==> config.mk <==
export PLATFORM = sky130hd
export DESIGN_NAME = uart_host_regs
export DESIGN_NICKNAME = d
export VERILOG_FILES = /design/src/rtl/uart_host_regs_pkg.sv /design/src/rtl/uart_reg_decode.sv /design/src/rtl/uart_ctrl_regs.sv /design/src/rtl/uart_read_path.sv /design/src/rtl/uart_host_regs.sv
export SDC_FILE = /design/constraint.sdc
export NUM_CORES = 1
export LEC_CHECK = 0
export BUFFER_PORTS_ARGS = -buffer_cell sky130_fd_sc_hd__buf_2
export CAP_MARGIN = 10
export CORE_UTILIZATION = 40
export DETAILED_ROUTE_END_ITERATION = 12
export PLACE_DENSITY_LB_ADDON = 0.05
export SLEW_MARGIN = 40
export SYNTH_ARGS = -nofsm -noshare
export SYNTH_HDL_FRONTEND = slang
export SYNTH_SLANG_ARGS = --single-unit
==> constraint.sdc <==
create_clock -name clk -period 2.2 [get_ports clk]
set_input_delay 0.22 -clock clk [delete_from_list [all_inputs] [get_ports clk]]
set_output_delay 0.22 -clock clk [all_outputs]
set_load 0.01 [all_outputs]
==> src/rtl/uart_host_regs_pkg.sv <==
package uart_host_regs_pkg;

  localparam int ADDR_W = 3;

  // address slots; the order is fixed by the host software map
  localparam logic [2:0] SLOT_DATA  = 3'd0;
  localparam logic [2:0] SLOT_IEN   = 3'd1;
  localparam logic [2:0] SLOT_FIFO  = 3'd2;
  localparam logic [2:0] SLOT_LCTL  = 3'd3;
  localparam logic [2:0] SLOT_MCTL  = 3'd4;
  localparam logic [2:0] SLOT_LSTAT = 3'd5;
  localparam logic [2:0] SLOT_MSTAT = 3'd6;
  localparam logic [2:0] SLOT_SCR   = 3'd7;

  // bit of the line-control register that swaps in the divisor bank
  localparam int BANK_BIT = 7;

  // one-hot write targets
  typedef struct packed {
    logic thr;
    logic ien;
    logic fcr;
    logic lcr;
    logic mcr;
    logic scr;
    logic div_lo;
    logic div_hi;
  } wr_sel_t;

  typedef enum logic [3:0] {
    RS_RXB  = 4'd0,
    RS_IEN  = 4'd1,
    RS_ISR  = 4'd2,
    RS_LCR  = 4'd3,
    RS_MCR  = 4'd4,
    RS_LSR  = 4'd5,
    RS_MSR  = 4'd6,
    RS_SCR  = 4'd7,
    RS_DLO  = 4'd8,
    RS_DHI  = 4'd9
  } rd_sel_e;

  // write decode: which storage a write at this address reaches
  function automatic wr_sel_t write_target(input logic [2:0] a, input logic bank);
    wr_sel_t s;
    s = '0;
    unique case (a)
      SLOT_DATA:  if (bank) s.div_lo = 1'b1; else s.thr = 1'b1;
      SLOT_IEN:   if (bank) s.div_hi = 1'b1; else s.ien = 1'b1;
      SLOT_FIFO:  s.fcr = 1'b1;
      SLOT_LCTL:  s.lcr = 1'b1;
      SLOT_MCTL:  s.mcr = 1'b1;
      SLOT_SCR:   s.scr = 1'b1;
      default:    s = '0;   // status slots are read-only
    endcase
    return s;
  endfunction

  // read decode: which source a read at this address returns
  function automatic rd_sel_e read_source(input logic [2:0] a, input logic bank);
    rd_sel_e r;
    unique case (a)
      SLOT_DATA:  r = bank ? RS_DLO : RS_RXB;
      SLOT_IEN:   r = bank ? RS_DHI : RS_IEN;
      SLOT_FIFO:  r = RS_ISR;
      SLOT_LCTL:  r = RS_LCR;
      SLOT_MCTL:  r = RS_MCR;
      SLOT_LSTAT: r = RS_LSR;
      SLOT_MSTAT: r = RS_MSR;
      default:    r = RS_SCR;
    endcase
    return r;
  endfunction

  // FIFO-control field helpers
  function automatic logic fcr_enable(input logic [7:0] d);
    return d[0];
  endfunction

  function automatic logic [1:0] fcr_trigger(input logic [7:0] d);
    return d[7:6];
  endfunction

  function automatic logic fcr_rx_flush(input logic [7:0] d);
    return d[1];
  endfunction

  function automatic logic fcr_tx_flush(input logic [7:0] d);
    return d[2];
  endfunction

endpackage

==> src/rtl/uart_reg_decode.sv <==
module uart_reg_decode
  import uart_host_regs_pkg::*;
(
  input  logic                   cs,
  input  logic                   rd,
  input  logic                   wr,
  input  logic [ADDR_W-1:0]      addr,
  input  logic                   bank,
  output wr_sel_t                wsel,
  output logic                   rd_en,
  output rd_sel_e                rsel
);

  logic wr_en;

  assign wr_en = cs & wr;
  assign rd_en = cs & rd;

  always_comb begin
    wsel = '0;
    if (wr_en) wsel = write_target(addr, bank);
  end

  assign rsel = read_source(addr, bank);

endmodule

==> src/rtl/uart_ctrl_regs.sv <==
module uart_ctrl_regs
  import uart_host_regs_pkg::*;
#(
  parameter int DW      = 8,
  parameter int DIV_RST = 1,
  localparam int DIV_W  = 2 * DW
)(
  input  logic              clk,
  input  logic              rst_n,
  input  wr_sel_t           wsel,
  input  logic [DW-1:0]     wdata,
  output logic [DW-1:0]     ier_q,
  output logic [DW-1:0]     lcr_q,
  output logic [DW-1:0]     mcr_q,
  output logic [DW-1:0]     scr_q,
  output logic [DIV_W-1:0]  div_q,
  output logic              fifo_en_q,
  output logic [1:0]        rx_trig_q,
  output logic              tx_load_q,
  output logic [DW-1:0]     tx_data_q,
  output logic              rx_flush_q,
  output logic              tx_flush_q
);

  localparam logic [DIV_W-1:0] DIV_INIT = DIV_W'(DIV_RST);

  // plain byte registers
  always_ff @(posedge clk or negedge rst_n) begin
    if (!rst_n) begin
      ier_q <= '0;
      lcr_q <= '0;
      mcr_q <= '0;
      scr_q <= '0;
    end else begin
      if (wsel.ien) ier_q <= wdata;
      if (wsel.lcr) lcr_q <= wdata;
      if (wsel.mcr) mcr_q <= wdata;
      if (wsel.scr) scr_q <= wdata;
    end
  end

  // divisor bank
  always_ff @(posedge clk or negedge rst_n) begin
    if (!rst_n) begin
      div_q <= DIV_INIT;
    end else begin
      if (wsel.div_lo) div_q[DW-1:0]     <= wdata;
      if (wsel.div_hi) div_q[DIV_W-1:DW] <= wdata;
    end
  end

  // FIFO control: fields latched, flush bits pulse
  always_ff @(posedge clk or negedge rst_n) begin
    if (!rst_n) begin
      fifo_en_q  <= 1'b0;
      rx_trig_q  <= 2'b00;
      rx_flush_q <= 1'b0;
      tx_flush_q <= 1'b0;
    end else begin
      rx_flush_q <= wsel.fcr & fcr_rx_flush(wdata[7:0]);
      tx_flush_q <= wsel.fcr & fcr_tx_flush(wdata[7:0]);
      if (wsel.fcr) begin
        fifo_en_q <= fcr_enable(wdata[7:0]);
        rx_trig_q <= fcr_trigger(wdata[7:0]);
      end
    end
  end

  // transmit load strobe
  always_ff @(posedge clk or negedge rst_n) begin
    if (!rst_n) begin
      tx_load_q <= 1'b0;
      tx_data_q <= '0;
    end else begin
      tx_load_q <= wsel.thr;
      if (wsel.thr) tx_data_q <= wdata;
    end
  end

  AST_DIV_NEEDS_BANK: assert property (@(posedge clk) disable iff (!rst_n)
    (wsel.div_lo | wsel.div_hi) |-> lcr_q[BANK_BIT]);

  AST_THR_NEEDS_NO_BANK: assert property (@(posedge clk) disable iff (!rst_n)
    wsel.thr |-> !lcr_q[BANK_BIT]);

  AST_WSEL_ONEHOT: assert property (@(posedge clk) disable iff (!rst_n)
    $onehot0(wsel));

endmodule

==> src/rtl/uart_read_path.sv <==
module uart_read_path
  import uart_host_regs_pkg::*;
#(
  parameter int DW     = 8,
  localparam int DIV_W = 2 * DW
)(
  input  logic              clk,
  input  logic              rst_n,
  input  logic              rd_en,
  input  rd_sel_e           rsel,
  input  logic [DW-1:0]     rx_byte,
  input  logic [DW-1:0]     isr_v,
  input  logic [DW-1:0]     lsr_v,
  input  logic [DW-1:0]     msr_v,
  input  logic [DW-1:0]     ier_v,
  input  logic [DW-1:0]     lcr_v,
  input  logic [DW-1:0]     mcr_v,
  input  logic [DW-1:0]     scr_v,
  input  logic [DIV_W-1:0]  div_v,
  output logic [DW-1:0]     rdata_q,
  output logic              rx_pop_q
);

  logic [DW-1:0] rd_mux;

  always_comb begin
    unique case (rsel)
      RS_RXB:  rd_mux = rx_byte;
      RS_IEN:  rd_mux = ier_v;
      RS_ISR:  rd_mux = isr_v;
      RS_LCR:  rd_mux = lcr_v;
      RS_MCR:  rd_mux = mcr_v;
      RS_LSR:  rd_mux = lsr_v;
      RS_MSR:  rd_mux = msr_v;
      RS_SCR:  rd_mux = scr_v;
      RS_DLO:  rd_mux = div_v[DW-1:0];
      RS_DHI:  rd_mux = div_v[DIV_W-1:DW];
      default: rd_mux = '0;
    endcase
  end

  always_ff @(posedge clk or negedge rst_n) begin
    if (!rst_n) begin
      rdata_q  <= '0;
      rx_pop_q <= 1'b0;
    end else begin
      rx_pop_q <= rd_en && (rsel == RS_RXB);
      if (rd_en) rdata_q <= rd_mux;
    end
  end

  AST_RDATA_HOLDS: assert property (@(posedge clk) disable iff (!rst_n)
    !rd_en |=> $stable(rdata_q));

endmodule

==> src/rtl/uart_host_regs.sv <==
module uart_host_regs
  import uart_host_regs_pkg::*;
(
  input  logic        clk,
  input  logic        rst_n,
  input  logic        cs,
  input  logic        rd,
  input  logic        wr,
  input  logic [2:0]  addr,
  input  logic [7:0]  wdata,
  output logic [7:0]  rdata,
  input  logic [7:0]  isr_in,
  input  logic [7:0]  lsr_in,
  input  logic [7:0]  msr_in,
  input  logic [7:0]  rx_byte_in,
  output logic [7:0]  ier_o,
  output logic [7:0]  lcr_o,
  output logic [7:0]  mcr_o,
  output logic [15:0] divisor_o,
  output logic        fifo_en_o,
  output logic [1:0]  rx_trig_o,
  output logic        tx_load_o,
  output logic [7:0]  tx_data_o,
  output logic        rx_pop_o,
  output logic        rx_fifo_rst_o,
  output logic        tx_fifo_rst_o
);

  localparam int DW = 8;

  wr_sel_t    wsel;
  rd_sel_e    rsel;
  logic       rd_en;
  logic [7:0] scr_q;

  // named events for the assertions below
  logic acc_thr_wr;
  logic acc_rxb_rd;
  logic acc_fcr_wr;
  logic acc_stat_wr;
  logic bank_on;

  assign bank_on     = lcr_o[BANK_BIT];
  assign acc_thr_wr  = cs && wr && (addr == SLOT_DATA) && !bank_on;
  assign acc_rxb_rd  = cs && rd && (addr == SLOT_DATA) && !bank_on;
  assign acc_fcr_wr  = cs && wr && (addr == SLOT_FIFO);
  assign acc_stat_wr = cs && wr && (addr == SLOT_LSTAT || addr == SLOT_MSTAT);

  uart_reg_decode u_dec (
    .cs    (cs),
    .rd    (rd),
    .wr    (wr),
    .addr  (addr),
    .bank  (bank_on),
    .wsel  (wsel),
    .rd_en (rd_en),
    .rsel  (rsel)
  );

  uart_ctrl_regs #(.DW(DW), .DIV_RST(1)) u_ctrl (
    .clk        (clk),
    .rst_n      (rst_n),
    .wsel       (wsel),
    .wdata      (wdata),
    .ier_q      (ier_o),
    .lcr_q      (lcr_o),
    .mcr_q      (mcr_o),
    .scr_q      (scr_q),
    .div_q      (divisor_o),
    .fifo_en_q  (fifo_en_o),
    .rx_trig_q  (rx_trig_o),
    .tx_load_q  (tx_load_o),
    .tx_data_q  (tx_data_o),
    .rx_flush_q (rx_fifo_rst_o),
    .tx_flush_q (tx_fifo_rst_o)
  );

  uart_read_path #(.DW(DW)) u_rd (
    .clk      (clk),
    .rst_n    (rst_n),
    .rd_en    (rd_en),
    .rsel     (rsel),
    .rx_byte  (rx_byte_in),
    .isr_v    (isr_in),
    .lsr_v    (lsr_in),
    .msr_v    (msr_in),
    .ier_v    (ier_o),
    .lcr_v    (lcr_o),
    .mcr_v    (mcr_o),
    .scr_v    (scr_q),
    .div_v    (divisor_o),
    .rdata_q  (rdata),
    .rx_pop_q (rx_pop_o)
  );

  AST_TX_LOAD_CAUSE: assert property (@(posedge clk) disable iff (!rst_n)
    tx_load_o |-> $past(acc_thr_wr));

  AST_TX_DATA_MATCH: assert property (@(posedge clk) disable iff (!rst_n)
    acc_thr_wr |=> (tx_load_o && tx_data_o == $past(wdata)));

  AST_RX_POP_CAUSE: assert property (@(posedge clk) disable iff (!rst_n)
    rx_pop_o |-> $past(acc_rxb_rd));

  AST_FLUSH_CAUSE: assert property (@(posedge clk) disable iff (!rst_n)
    (rx_fifo_rst_o || tx_fifo_rst_o) |-> $past(acc_fcr_wr));

  AST_STATUS_WRITE_INERT: assert property (@(posedge clk) disable iff (!rst_n)
    acc_stat_wr |=> ($stable(ier_o) && $stable(lcr_o) && $stable(mcr_o)
                     && $stable(divisor_o) && !tx_load_o));

  AST_UNSELECTED_INERT: assert property (@(posedge clk) disable iff (!rst_n)
    !cs |=> ($stable(ier_o) && $stable(lcr_o) && $stable(mcr_o) && $stable(divisor_o)
             && $stable(rdata) && !tx_load_o && !rx_pop_o && !rx_fifo_rst_o));

endmodule

=== After elaboration in Yosys (flattened, before gate mapping) ===
Cells that the tools add are included.

* Bits in latches: 0
* Word-level logic and storage cells: 52
* Output and inout bits: 63
* ROM bits: 0
* RAM bits: 0
* Memories kept: 0
* Flip-flop bits (word level): 71

* $mul: 0
* Bitwise logic cells: 4
* Divide/modulo/power cells: 0
* Muxes and demuxes: 15
* Reduce and logical (&&, ||, !) cells: 3
* Order comparisons: 0
* Equality and inequality tests: 16
* Shift-type cells: 0
* Add/sub/neg operators: 0

{| class="wikitable"
|+ Operator list
! cell !! number
|-
| 8-bit case mux with 10 select lines || 1
|-
| 4-bit case mux with 7 select lines || 1
|-
| 4-bit by 3-bit == test with 1-bit output (second input constant) || 4
|-
| 3-bit == test (second input constant) || 4
|-
| 1-bit 2-to-1 mux || 10
|-
| 4-bit by 2-bit == test with 1-bit output (second input constant) || 2
|-
| 4-bit == test (second input constant) || 2
|-
| 4-bit 2-to-1 mux || 2
|-
| 8-bit 2-to-1 mux || 1
|-
| 3-bit by 2-bit == test with 1-bit output (second input constant) || 2
|-
| 1-bit AND || 4
|-
| 4-bit by 1-bit == test with 1-bit output (second input constant) || 1
|-
| 4-bit logical NOT || 1
|-
| 3-bit by 1-bit == test with 1-bit output (second input constant) || 1
|-
| 3-bit logical NOT || 1
|-
| 1-bit logical AND || 1
|}

=== Longest topological paths before layout ===
Gate-level depths: netlist of run 1.

* Depth in word-level cells: 4
* Depth in mapped cells: 7

=== Cells and area by module ===
Synthesis of run 1 repeated with hierarchy kept, for this count alone.

* Cell total of the unflattened synthesis: 289
* Area total of the unflattened synthesis: 3,890.0 um^2

{| class="wikitable"
|+ Modules (own cells, without submodules)
! module !! area an instance (um^2) !! instances !! seq. area each (um^2) !! cells each
|-
| uart_ctrl_regs || 2,518.7 || 1 || 1,552.7 || 130
|-
| uart_read_path || 1,241.2 || 1 || 225.2 || 140
|-
| uart_reg_decode || 130.1 || 1 || 0.0 || 19
|}

=== Worst setup path before layout of run 1 ===
Ideal clock, no wire load.

* Path type: reg2reg
* Start point: reg u_ctrl.lcr_q[7]
* End point: reg u_rd.rdata_q[7]
* Data required time: 2.123 ns
* Arrival: 1.461 ns
* Clock period less this slack: 1.538 ns
* Cell stages (with the launch flop): 6
* Path buffers: 1
* Slack: 0.662 ns
* Cell sequence: dfrtp_1 -> buf_2 -> or4b_2 -> o21ai_0 -> a21oi_1 -> a21oi_1

* Cells in the longest elaborated chain, start to end: 4
* Elaborated cells between the ends (all ways): 14
* Classes of those cells: eq/ne: 9; mux: 4; reduce/logical: 1

{| class="wikitable"
|+ Ends and longest elaborated chain
! element !! RTL line !! source
|-
| start, declared || uart_ctrl_regs.sv:13 || <nowiki>output logic [DW-1:0] lcr_q,</nowiki>
|-
| start signal, assigned || uart_ctrl_regs.sv:36 || <nowiki>if (wsel.lcr) lcr_q <= wdata;</nowiki>
|-
| 4-bit 2-to-1 mux (on tied branches) || uart_host_regs_pkg.sv:64, uart_host_regs_pkg.sv:63 ||
|-
| 4-bit case mux with 7 select lines || uart_host_regs_pkg.sv:62 || <nowiki>unique case (a)</nowiki>
|-
| 4-bit == test, or another cell as far along || uart_read_path.sv:27 || <nowiki>unique case (rsel)</nowiki>
|-
| 8-bit case mux with 10 select lines (*) || uart_read_path.sv:27 ||
|-
| end signal, assigned || uart_read_path.sv:48 || <nowiki>if (rd_en) rdata_q <= rd_mux;</nowiki>
|-
| end, declared || uart_read_path.sv:20 || <nowiki>output logic [DW-1:0] rdata_q,</nowiki>
|}

Every way passes the cells marked *; elsewhere a longest branch is shown, timed or not.
A chain may end at the register's enable or synchronous reset.

=== Final worst setup path of run 1 ===
* Start point: reg u_ctrl.lcr_q[7]
* End point: reg u_ctrl.div_q[9]

* Cells in the longest elaborated chain, start to end: 3

{| class="wikitable"
|+ Ends and longest elaborated chain
! element !! RTL line !! source
|-
| 1-bit 2-to-1 mux || uart_host_regs_pkg.sv:49 || <nowiki>SLOT_IEN: if (bank) s.div_hi = 1'b1; else s.ien = 1'b1;</nowiki>
|-
| 1-bit 2-to-1 mux || uart_host_regs_pkg.sv:47 || <nowiki>unique case (a)</nowiki>
|-
| 8-bit 2-to-1 mux || uart_reg_decode.sv:21 || <nowiki>if (wr_en) wsel = write_target(addr, bank);</nowiki>
|-
| end signal, assigned by index || uart_ctrl_regs.sv:47 || <nowiki>if (wsel.div_lo) div_q[DW-1:0] <= wdata;</nowiki>
|-
| end signal, assigned by index || uart_ctrl_regs.sv:48 || <nowiki>if (wsel.div_hi) div_q[DIV_W-1:DW] <= wdata;</nowiki>
|-
| end, declared || uart_ctrl_regs.sv:16 || <nowiki>output logic [DIV_W-1:0] div_q,</nowiki>
|}

Every way passes these cells.

==> metrics.yaml, run 1 <==
ant_nets: 0
hold_violations: 0
cts.root.buffer_cell: "clkbuf_8"
clock-sinks: 71
synthFlopType: "dfrtp_1"
cap_violations: 0
rows: 33
yosysWarnings: 0
cts_tree: "built"
worst_slew_pin_slew_ps: 588.5
synth_edf_count: 0
crit_path_max_fanout: 6
h-tree-depth: 3
grt_overflow: 0
period_needed_ps: 1736
setup_viol: 0
cpPeakStageDelay_ps: 490
syn-num-nets: 320
top_level_ports: 111
globalplace.congestion: 0.7961
regArea_um2: 1778
syn_to_final_growth_pct: 26.97
grt_use_met3_pct: 3.301
slew_violations: 0
drt_pass1_iterations: 4
start_kind: "flop"
setup_tns_ps: 0
synth-seq-cells: 71
fmax_mhz: 575.9
postCtsHoldBufs: 1
nets: 448
clockBufferDepth: 2
layout_commonest_cell: "buf_2"
totalWireLength_um: 9860
wl_per_cell_um: 19.33
drc: 0
fin_crit_sh_pct: 78.93
grt_pass1_wl_um: 15150
status: "finished clean"
p_leak_nw: 2.173
synth_top_area_share_pct: 50.82
dp_hpwl_um: 7309
cp_slowest_cell: "dfrtp_1"
start_util_pct: 41.74
grt_max_degree: 53
seq_area_frac_synth_pct: 51.58
synth_area_leaders: "dfrtp_1 (51%), mux2_2 (17%), mux2_4 (3.5%)"
core_area_um2: 8258
yosys.area.top_type: "dfrtp_1"
cp-end-kind: "flop"
drt-vias-per-instance: 5.408
gr-usage-all-layers_pct: 23.06
grt_pass1_vias: 2686
multiInputGateArea_um2: 1572
worstPathRequired_ps: 2430
via_count: 2758
hp-class: "primary input to flop"
antenna_found_initial: 0
io_buffer_count: 110
worst-path-buf-inv: 2
top_usage_layer: "met2"
crit_top_cell: "buf_4"
crit_chain: "nand2b_1 > buf_4 > nor3_4 > buf_4 > mux2_2"
dieHeight_um: 94.83
syn_area_per_cell_um2: 12.67
hold_slack_ps: 175.4
cts_resized: 0
peakVddDrop_mv: 0.3528
synth_area_um2: 3447
die-area_um2: 8993
synth_cells: 272
fp.dieW_um: 94.83
cp.arrival_ps: 1960
power_density_nw_per_um2: 828.2
ys_types: 48
async_flop_share_pct: 100.0
drtIter0Drc: 126
post_cts.repair.setup_buffers: 0
clk_pin_slew_ps: 80
crit_type: "flop to flop"
finClkSkew_ps: 7.616
path_delay_family: "flip-flops"
rsz0062_at_grt: "false"
num_antenna_cells: 0
clkLatencyLatePin_ps: 340
fillers: 787
maxSlewHeadroom_pct: 60.73
drive_gt1_share_pct: 54.07
final_cell_mix: "buf_2 (110), dfrtp_1 (70), mux2_2 (53), buf_4 (20), nand2_1 (17)"
grtUsageMet1_pct: 33.20
grt_use_met2_pct: 35.19
cts_buffers: 9
sequential cells by signal, summed over array words and instances (netlist names):
name,flops
u_ctrl.div_q,16
u_ctrl.ier_q,8
u_ctrl.lcr_q,8
u_ctrl.mcr_q,8
u_ctrl.scr_q,8
u_ctrl.tx_data_q,8
u_rd.rdata_q,8
u_ctrl.rx_trig_q,2
u_ctrl.fifo_en_q,1
u_ctrl.rx_flush_q,1
u_ctrl.tx_flush_q,1
u_ctrl.tx_load_q,1
u_rd.rx_pop_q,1
cell type report:
type	instances	share of cell area [%]
inverter	2	0.1715
clock inverter	4	0.5146
clock buffer	12	3.087
multi-input combinational	184	35.91
timing repair buffer	132	16.70
sequential	71	40.62
tap	105	3.002
cells in the mapped netlist, types with 3 or more instances:
cell type / count
mux2i_1: 9
clkbuf_1: 3
a221oi_1: 5
mux2_2: 53
a31oi_1: 6
nand3_1: 12
buf_4: 3
buf_2: 6
a22o_1: 3
a22oi_1: 3
mux2_4: 8
a21oi_1: 7
nor2_2: 3
and3_1: 3
nor3_1: 5
nor2_1: 10
nand2_1: 17
nor2b_1: 3
dfrtp_1: 70
a221o_1: 5
routing by layer:
metal  share of wire [%]  routed length, µm  vias to the layer above
li1                    -                  -                     1280
met1                  47               4672                     1373
met2                  48               4689                       94
met3                 3.8                375                       11
met4                 1.2                123                        0
met5                   0                  0                        -
report_power, final:
part | leakage (nW) | switching [mW] | total, mW | internal (mW)
Sequential | 0.884 | 0.201 | 1.77 | 1.57
Combinational | 1.21 | 0.469 | 0.969 | 0.500
Clock | 0.0801 | 0.478 | 0.882 | 0.405
Total | 2.17 | 1.15 | 3.62 | 2.48
final timing paths:
path	from	end	slack, ps	cells after the start
worst max-delay path	u_ctrl.lcr_q[7]$_DFFE_PN0P_	u_ctrl.div_q[9]$_DFFE_PN0P_	460	5
worst min-delay path	wdata[7]	u_ctrl.rx_trig_q[1]$_DFFE_PN0P_	180	3
worst max register to register	u_ctrl.lcr_q[7]$_DFFE_PN0P_	u_ctrl.div_q[9]$_DFFE_PN0P_	460	5
worst min register to register	u_ctrl.fifo_en_q$_DFFE_PN0P_	u_ctrl.fifo_en_q$_DFFE_PN0P_	480	2
max in group asynchronous	rst_n	u_ctrl.div_q[3]$_DFFE_PN0P_	1170	3
min in group asynchronous	rst_n	u_ctrl.tx_data_q[0]$_DFFE_PN0P_	370	2
worst min-delay path: stages:
cell and delay (ps):
buf_2 160, nand2_1 70, nand2_1 40
kinds of logic (layout without fill, tap and decap cells):
| family | Yosys count | count (layout) | share of synthesized area [%] |
|---|---|---|---|
| AND/OR/NAND/NOR | 71 | 71 | 12.45 |
| AO/OA/AOI/OAI | 43 | 43 | 9.728 |
| flip-flops | 71 | 71 | 51.58 |
| multiplexers | 70 | 70 | 23.41 |
| buffers and inverters | 17 | 150 | 2.831 |
through the flow:
stage / setup WS, ps / std cells / power [mW] / area (µm²) / utilization [%]
after detailed placement: 399.1 / 493 / 2.776 / 4209 / 50.97
after CTS: 467.6 / 510 / 3.665 / 4377 / 53.00
after global placement: 420.8 / 493 / 2.756 / 4209 / 50.97
after global routing: 375.1 / 510 / 3.818 / 4377 / 53.00
after floorplan: 661.5 / 272 / 2.308 / 3447 / -
final: 463.6 / 510 / 3.625 / 4377 / 53.00
No activity file was read; power rests on OpenSTA's default activity.
==> inputs of run 2 (changes only) <==
- clock period: 2.2 -> 1.74 ns (I/O delays scaled with it)
==> run 2 against run 1 <==
  * Hold slack lost 46 ps
  * Clock skew shrank 1.5 ps
  * Largest cell class unchanged
  * Largest power group unchanged
  * Wire length up 0.54%
==> metrics.yaml, run 2 (same netlist as run 1, synthesis figures left out) <==
layout_commonest_cell: "buf_2"
drt_pass1_iterations: 4  # unchanged
largest_reg_flops: 16  # unchanged
clockBufferDepth: 2  # unchanged
top_level_ports: 111  # unchanged
fp.dieW_um: 94.83  # unchanged
clock-sinks: 71  # unchanged
rows: 33  # unchanged
num_antenna_cells: 0  # unchanged
totalWireLength_um: 9913  # +0.54%
crit_end: "u_ctrl.tx_data_q[4]$_DFFE_PN0P_"
crit_top_cell: "buf_4"
antenna_found_initial: 0  # unchanged
globalplace.congestion: 0.7819  # -1.8%
postCtsHoldBufs: 1  # unchanged
cpPeakStageDelay_ps: 440  # -50 ps
crit_type: "flop to flop"
grt_max_degree: 72  # +36%
crit-reg2reg-launch: "u_ctrl.lcr_q[7]$_DFFE_PN0P_"
via_count: 2793  # +1.3%
status: "finished clean"
cp_slowest_cell: "dfrtp_1"
drt-vias-per-instance: 5.413  # about the same
hold_violations: 0  # unchanged
io_buffer_count: 110  # unchanged
worst-path-buf-inv: 2  # unchanged
crit_chain: "buf_4 > nor2_2 > nand4_2 > buf_4 > mux2_2"
r2r_setup_slack_ps: 150  # -320 ps
drtIter0Drc: 136  # +7.9%
worst_slew_pin_slew_ps: 402.9  # -185.6 ps
largest_register: "u_ctrl.div_q"
clkLatencyLatePin_ps: 330  # about the same
path_delay_family: "flip-flops"
setup_tns_ps: 0  # unchanged
dieHeight_um: 94.83  # unchanged
p_leak_nw: 2.234  # +2.8%
fmax_mhz: 627.3  # +8.9%
post_cts.repair.setup_buffers: 0  # unchanged
rr_worst_depth: 5  # unchanged
wl_per_cell_um: 19.21  # -0.63%
grt_pass1_wl_um: 15290  # +0.96%
cts.root.buffer_cell: "clkbuf_8"
finClkSkew_ps: 6.080  # -1.536 ps
crit_path_max_fanout: 8  # +2
ant_nets: 0  # unchanged
timing.rr.end: "u_ctrl.tx_data_q[4]$_DFFE_PN0P_"
power_mw: 4.832  # +33%
slew_violations: 0  # unchanged
grt_pass1_vias: 2779  # +3.5%
power_density_nw_per_um2: 1075  # +30%
period_needed_ps: 1594  # -142.4 ps
die-area_um2: 8993  # unchanged
cap_violations: 0  # unchanged
final_cell_mix: "buf_2 (110), dfrtp_1 (70), mux2_2 (53), buf_4 (25), nand2_1 (17)"
maxSlewHeadroom_pct: 73.04  # +12 points
cp-end-kind: "flop"
drive_gt1_share_pct: 55.23  # +1.2 points
cp.arrival_ps: 1810  # -150 ps
start_util_pct: 41.74  # unchanged
fin_crit_sh_pct: 91.61  # +13 points
rsz0062_at_grt: "false"
cts_tree: "built"
hp-class: "primary input to flop"
syn_to_final_growth_pct: 30.38
crit_path_start: "u_ctrl.lcr_q[7]$_DFFE_PN0P_"
drc: 0  # unchanged
peakVddDrop_mv: 0.5085  # +44%
fillers: 788  # +0.13%
clk_pin_slew_ps: 80  # about the same
cts_resized: 0  # unchanged
worstPathRequired_ps: 1950  # -480 ps
h-tree-depth: 3  # unchanged
dp_hpwl_um: 7339  # +0.42%
grt_overflow: 0  # unchanged
nets: 455  # +1.6%
start_kind: "flop"
core_area_um2: 8258  # unchanged
gr-usage-all-layers_pct: 23.28  # +0.22 points
setup_viol: 0  # unchanged
cts_buffers: 9  # unchanged
worst-path-stages: 5  # unchanged
[run 2: cell count changes in the layout (fill, tap and decap cells not counted)]
cell / before / now
buf_12: 1 / 3
buf_4: 20 / 25
bufinv_16: 0 / 1
clkbuf_1: 3 / 1
clkbuf_8: 9 / 11
clkinv_2: 3 / 1
[run 2: worst min-delay path by stage]
stage	from	to	slack, ps	cells past startpoint
global placement	rst_n	u_ctrl.div_q[8]$_DFFE_PN0P_	240	2
finish	wdata[7]	u_ctrl.rx_trig_q[1]$_DFFE_PN0P_	130	3
floorplan	rst_n	u_ctrl.div_q[10]$_DFFE_PN0P_	-120	0
global route	wdata[0]	u_ctrl.fifo_en_q$_DFFE_PN0P_	140	3
CTS	wdata[7]	u_ctrl.rx_trig_q[1]$_DFFE_PN0P_	110	3
detailed placement	rst_n	u_ctrl.div_q[8]$_DFFE_PN0P_	230	2
[run 2: metrics by stage]
stage / utilization [%] / hold WS (ps) / worst slack, ps / cell area, µm² / cells
2_1_floorplan: - / -121.6 / 201.5 / 3447 / 272
3_3_place_gp: 51.91 / 235.7 / 124.7 / 4287 / 500
3_5_place_dp: 51.91 / 232.9 / 108.3 / 4287 / 500
4_1_cts: 54.42 / 114.4 / 153.2 / 4494 / 516
5_1_grt: 54.42 / 137.3 / 64.55 / 4494 / 516
6_report: 54.42 / 129.3 / 145.9 / 4494 / 516
[run 2: metal layers]
metal | wire length, µm | GRT usage [%] | vias up
met5 | 0 | 0 | -
li1 | - | - | 1299
met2 | 4710 | 36.27 | 80
met1 | 4733 | 34.05 | 1406
met3 | 359 | 2.738 | 8
met4 | 110 | 6.566 | 0
[run 2: final cells by class]
type	instances	area [µm²]	share of cell area, %
Clock buffer	12	155.1	3.452
Sequential cell	71	1778	39.56
Timing Repair Buffer	139	808.3	17.98
Clock inverter	3	42.54	0.9465
Tap cell	105	131.4	2.923
Multi-Input combinational cell	184	1572	34.97
Inverter	2	7.507	0.1670
[run 2: where the power goes]
group / total [mW] / internal, mW / leakage, nW / switching (mW)
Sequential: 2.23 / 1.99 / 0.884 / 0.246
Clock: 1.34 / 0.732 / 0.0985 / 0.609
Combinational: 1.26 / 0.650 / 1.25 / 0.607
Total: 4.83 / 3.37 / 2.23 / 1.46
[run 2: worst register-to-register path: stages (launching register included)]
cell and delay, ps:
dfrtp_1 440, buf_4 170, nor2_2 250, nand4_2 160
buf_4 190, mux2_2 270
==> inputs of run 3 (changes only) <==
- PLACE_DENSITY: not set -> 0.65
- PLACE_DENSITY_LB_ADDON: 0.05 -> not set
==> run 3 against run 2 <==
  * First-iteration DRC count down 2.2%
  * Cell count up 0.97%
  * Fmax down 4.9%
  * Clock-buffer cell count down 3
  * Flip-flop and latch count unchanged
  * Non-clock buffer count up 4
  * Largest power group unchanged
==> metrics.yaml, run 3 (same netlist as run 1, synthesis figures left out) <==
setup_viol: 0  # unchanged
die-area_um2: 8993  # unchanged
grt_pass1_wl_um: 15350  # +0.36%
via_count: 2838  # +1.6%
totalWireLength_um: 9891  # -0.22%
dp_hpwl_um: 7468  # +1.8%
start_kind: "flop"
cap_violations: 0  # unchanged
post_cts.repair.setup_buffers: 0  # unchanged
rsz0062_at_grt: "false"
io_buffer_count: 110  # unchanged
cpPeakStageDelay_ps: 600  # +160 ps
p_leak_nw: 2.268  # +1.5%
switching_share_pct: 30.68  # +0.42 points
drc: 0  # unchanged
grt_max_degree: 22  # -69%
p_comb_share_pct: 25.4  # -0.6 points
slew_violations: 0  # unchanged
pwr-share-clk_pct: 29.7  # +1.9 points
top_level_ports: 111  # unchanged
switchingPower_mw: 1.526  # +4.4%
nets: 459  # +0.88%
clockBufferDepth: 2  # unchanged
hp-class: "primary input to flop"
clkLatencyLatePin_ps: 350  # +20 ps
crit_type: "flop to flop"
antenna_found_initial: 0  # unchanged
clock-sinks: 71  # unchanged
status: "finished clean"
cts_buffers: 9  # unchanged
fillers: 751  # -4.7%
wl_per_cell_um: 18.98  # -1.2%
fp.dieW_um: 94.83  # unchanged
drt_pass1_iterations: 4  # unchanged
layout_commonest_cell: "buf_2"
power_density_nw_per_um2: 1094  # +1.8%
start_util_pct: 41.74  # unchanged
final_cell_mix: "buf_2 (110), dfrtp_1 (70), mux2_2 (53), buf_4 (29), nand2_1 (17)"
finClkSkew_ps: 4.000  # -2.080 ps
cp.arrival_ps: 1950  # +140 ps
dpl_worst_slack_ps: 146.3  # +38.02 ps
setup_tns_ps: 0  # unchanged
p_int_mw: 3.450  # +2.4%
crit_chain: "buf_4 > or4b_2 > o21ai_0 > a21oi_1 > a21oi_1"
ant_nets: 0  # unchanged
core_area_um2: 8258  # unchanged
power_mw: 4.976  # +3.0%
clk_pin_slew_ps: 80  # about the same
largest_register: "u_ctrl.div_q"
fin_crit_sh_pct: 96.32  # +4.7 points
crit_top_cell: "a21oi_1"
period_needed_ps: 1676  # +81.89 ps
syn_to_final_growth_pct: 31.91
globalplace.congestion: 0.8298  # +6.1%
drtIter0Drc: 133  # -2.2%
largest_reg_flops: 16  # unchanged
grt_pass1_vias: 2826  # +1.7%
worst_slew_pin_slew_ps: 473.3  # +70.42 ps
fmax_mhz: 596.7  # -4.9%
grt_overflow: 0  # unchanged
worstPathRequired_ps: 2020  # +70 ps
hold_violations: 0  # unchanged
cts.root.buffer_cell: "clkbuf_8"
num_antenna_cells: 0  # unchanged
drt-vias-per-instance: 5.447  # +0.64%
cp_slowest_cell: "or4b_2"
dieHeight_um: 94.83  # unchanged
cp-end-kind: "flop"
seq_power_share_pct: 44.9  # -1.3 points
rows: 33  # unchanged
peakVddDrop_mv: 0.6139  # +21%
cts_tree: "built"
drive_gt1_share_pct: 56.01  # +0.78 points
rr_worst_depth: 5  # unchanged
crit_path_max_fanout: 11  # +3
gr-usage-all-layers_pct: 23.54  # +0.26 points
hold_depth: 3  # unchanged
maxSlewHeadroom_pct: 68.45  # -4.6 points
h-tree-depth: 3  # unchanged
finalWorstSetupSlack_ps: 64.04  # -81.89 ps
[run 3: worst max-delay path, delay by kind of cell (launching register included)]
kind                   cells  cell delay [ps]
AO/OA/AOI/OAI              3              380
buffers and inverters      1              200
flip-flops                 1              420
AND/OR/NAND/NOR            1              600
[run 3: power groups by stage]
stage | registers [mW] | logic [mW] | clock network [mW]
2_1_floorplan | 2.35 | 0.568 | 0
3_3_place_gp | 2.26 | 1.24 | 0
3_5_place_dp | 2.26 | 1.27 | 0
4_1_cts | 2.23 | 1.27 | 1.50
5_1_grt | 2.28 | 1.37 | 1.57
6_report | 2.24 | 1.26 | 1.48
[run 3: area by class of cell]
cell class	count	area, µm²	area share (%)
clock buffer	9	123.9	2.724
clock inverter	7	96.34	2.119
inverter	2	7.507	0.1651
multi-input combinational	184	1572	34.56
sequential	71	1778	39.10
tap	105	131.4	2.889
timing repair buffer	143	838.3	18.44
[run 3: final timing paths]
path	from	end	slack, ps
hold reg to reg	u_ctrl.fifo_en_q$_DFFE_PN0P_	u_ctrl.fifo_en_q$_DFFE_PN0P_	480
min in group asynchronous	rst_n	u_ctrl.ier_q[2]$_DFFE_PN0P_	310
setup reg to reg	u_ctrl.lcr_q[7]$_DFFE_PN0P_	u_rd.rdata_q[7]$_DFFE_PN0P_	60
setup / recovery	u_ctrl.lcr_q[7]$_DFFE_PN0P_	u_rd.rdata_q[7]$_DFFE_PN0P_	60
hold / removal	wdata[6]	u_ctrl.rx_trig_q[0]$_DFFE_PN0P_	110
max in group asynchronous	rst_n	u_rd.rdata_q[7]$_DFFE_PN0P_	890
[run 3: timing repair]
action / CTS / global route
hold buffers: 1 / 0
hold endpoints to repair: 12 / 0
gates resized for setup: 0 / 0
[run 3: layer usage]
metal  share of wire (%)  global-route usage (%)  vias up  wire length (µm)
met3                 6.0                   3.704       12               589
met2                  46                   36.33      104              4569
li1                    -                       -     1306                 -
met1                  46                   33.26     1416              4565
met4                 1.7                   8.838        0               167
met5                   0                       0        -                 0
[run 3: through the flow]
stage | hold slack [ps] | cell area (µm²) | instances | util, %
final | 111.1 | 4547 | 521 | 55.06
after global routing | 113.4 | 4547 | 521 | 55.06
after CTS | 103.4 | 4547 | 521 | 55.06
after detailed placement | 153.3 | 4317 | 504 | 52.27
after global placement | 145.4 | 4317 | 504 | 52.27
after floorplan | -121.6 | 3447 | 272 | -
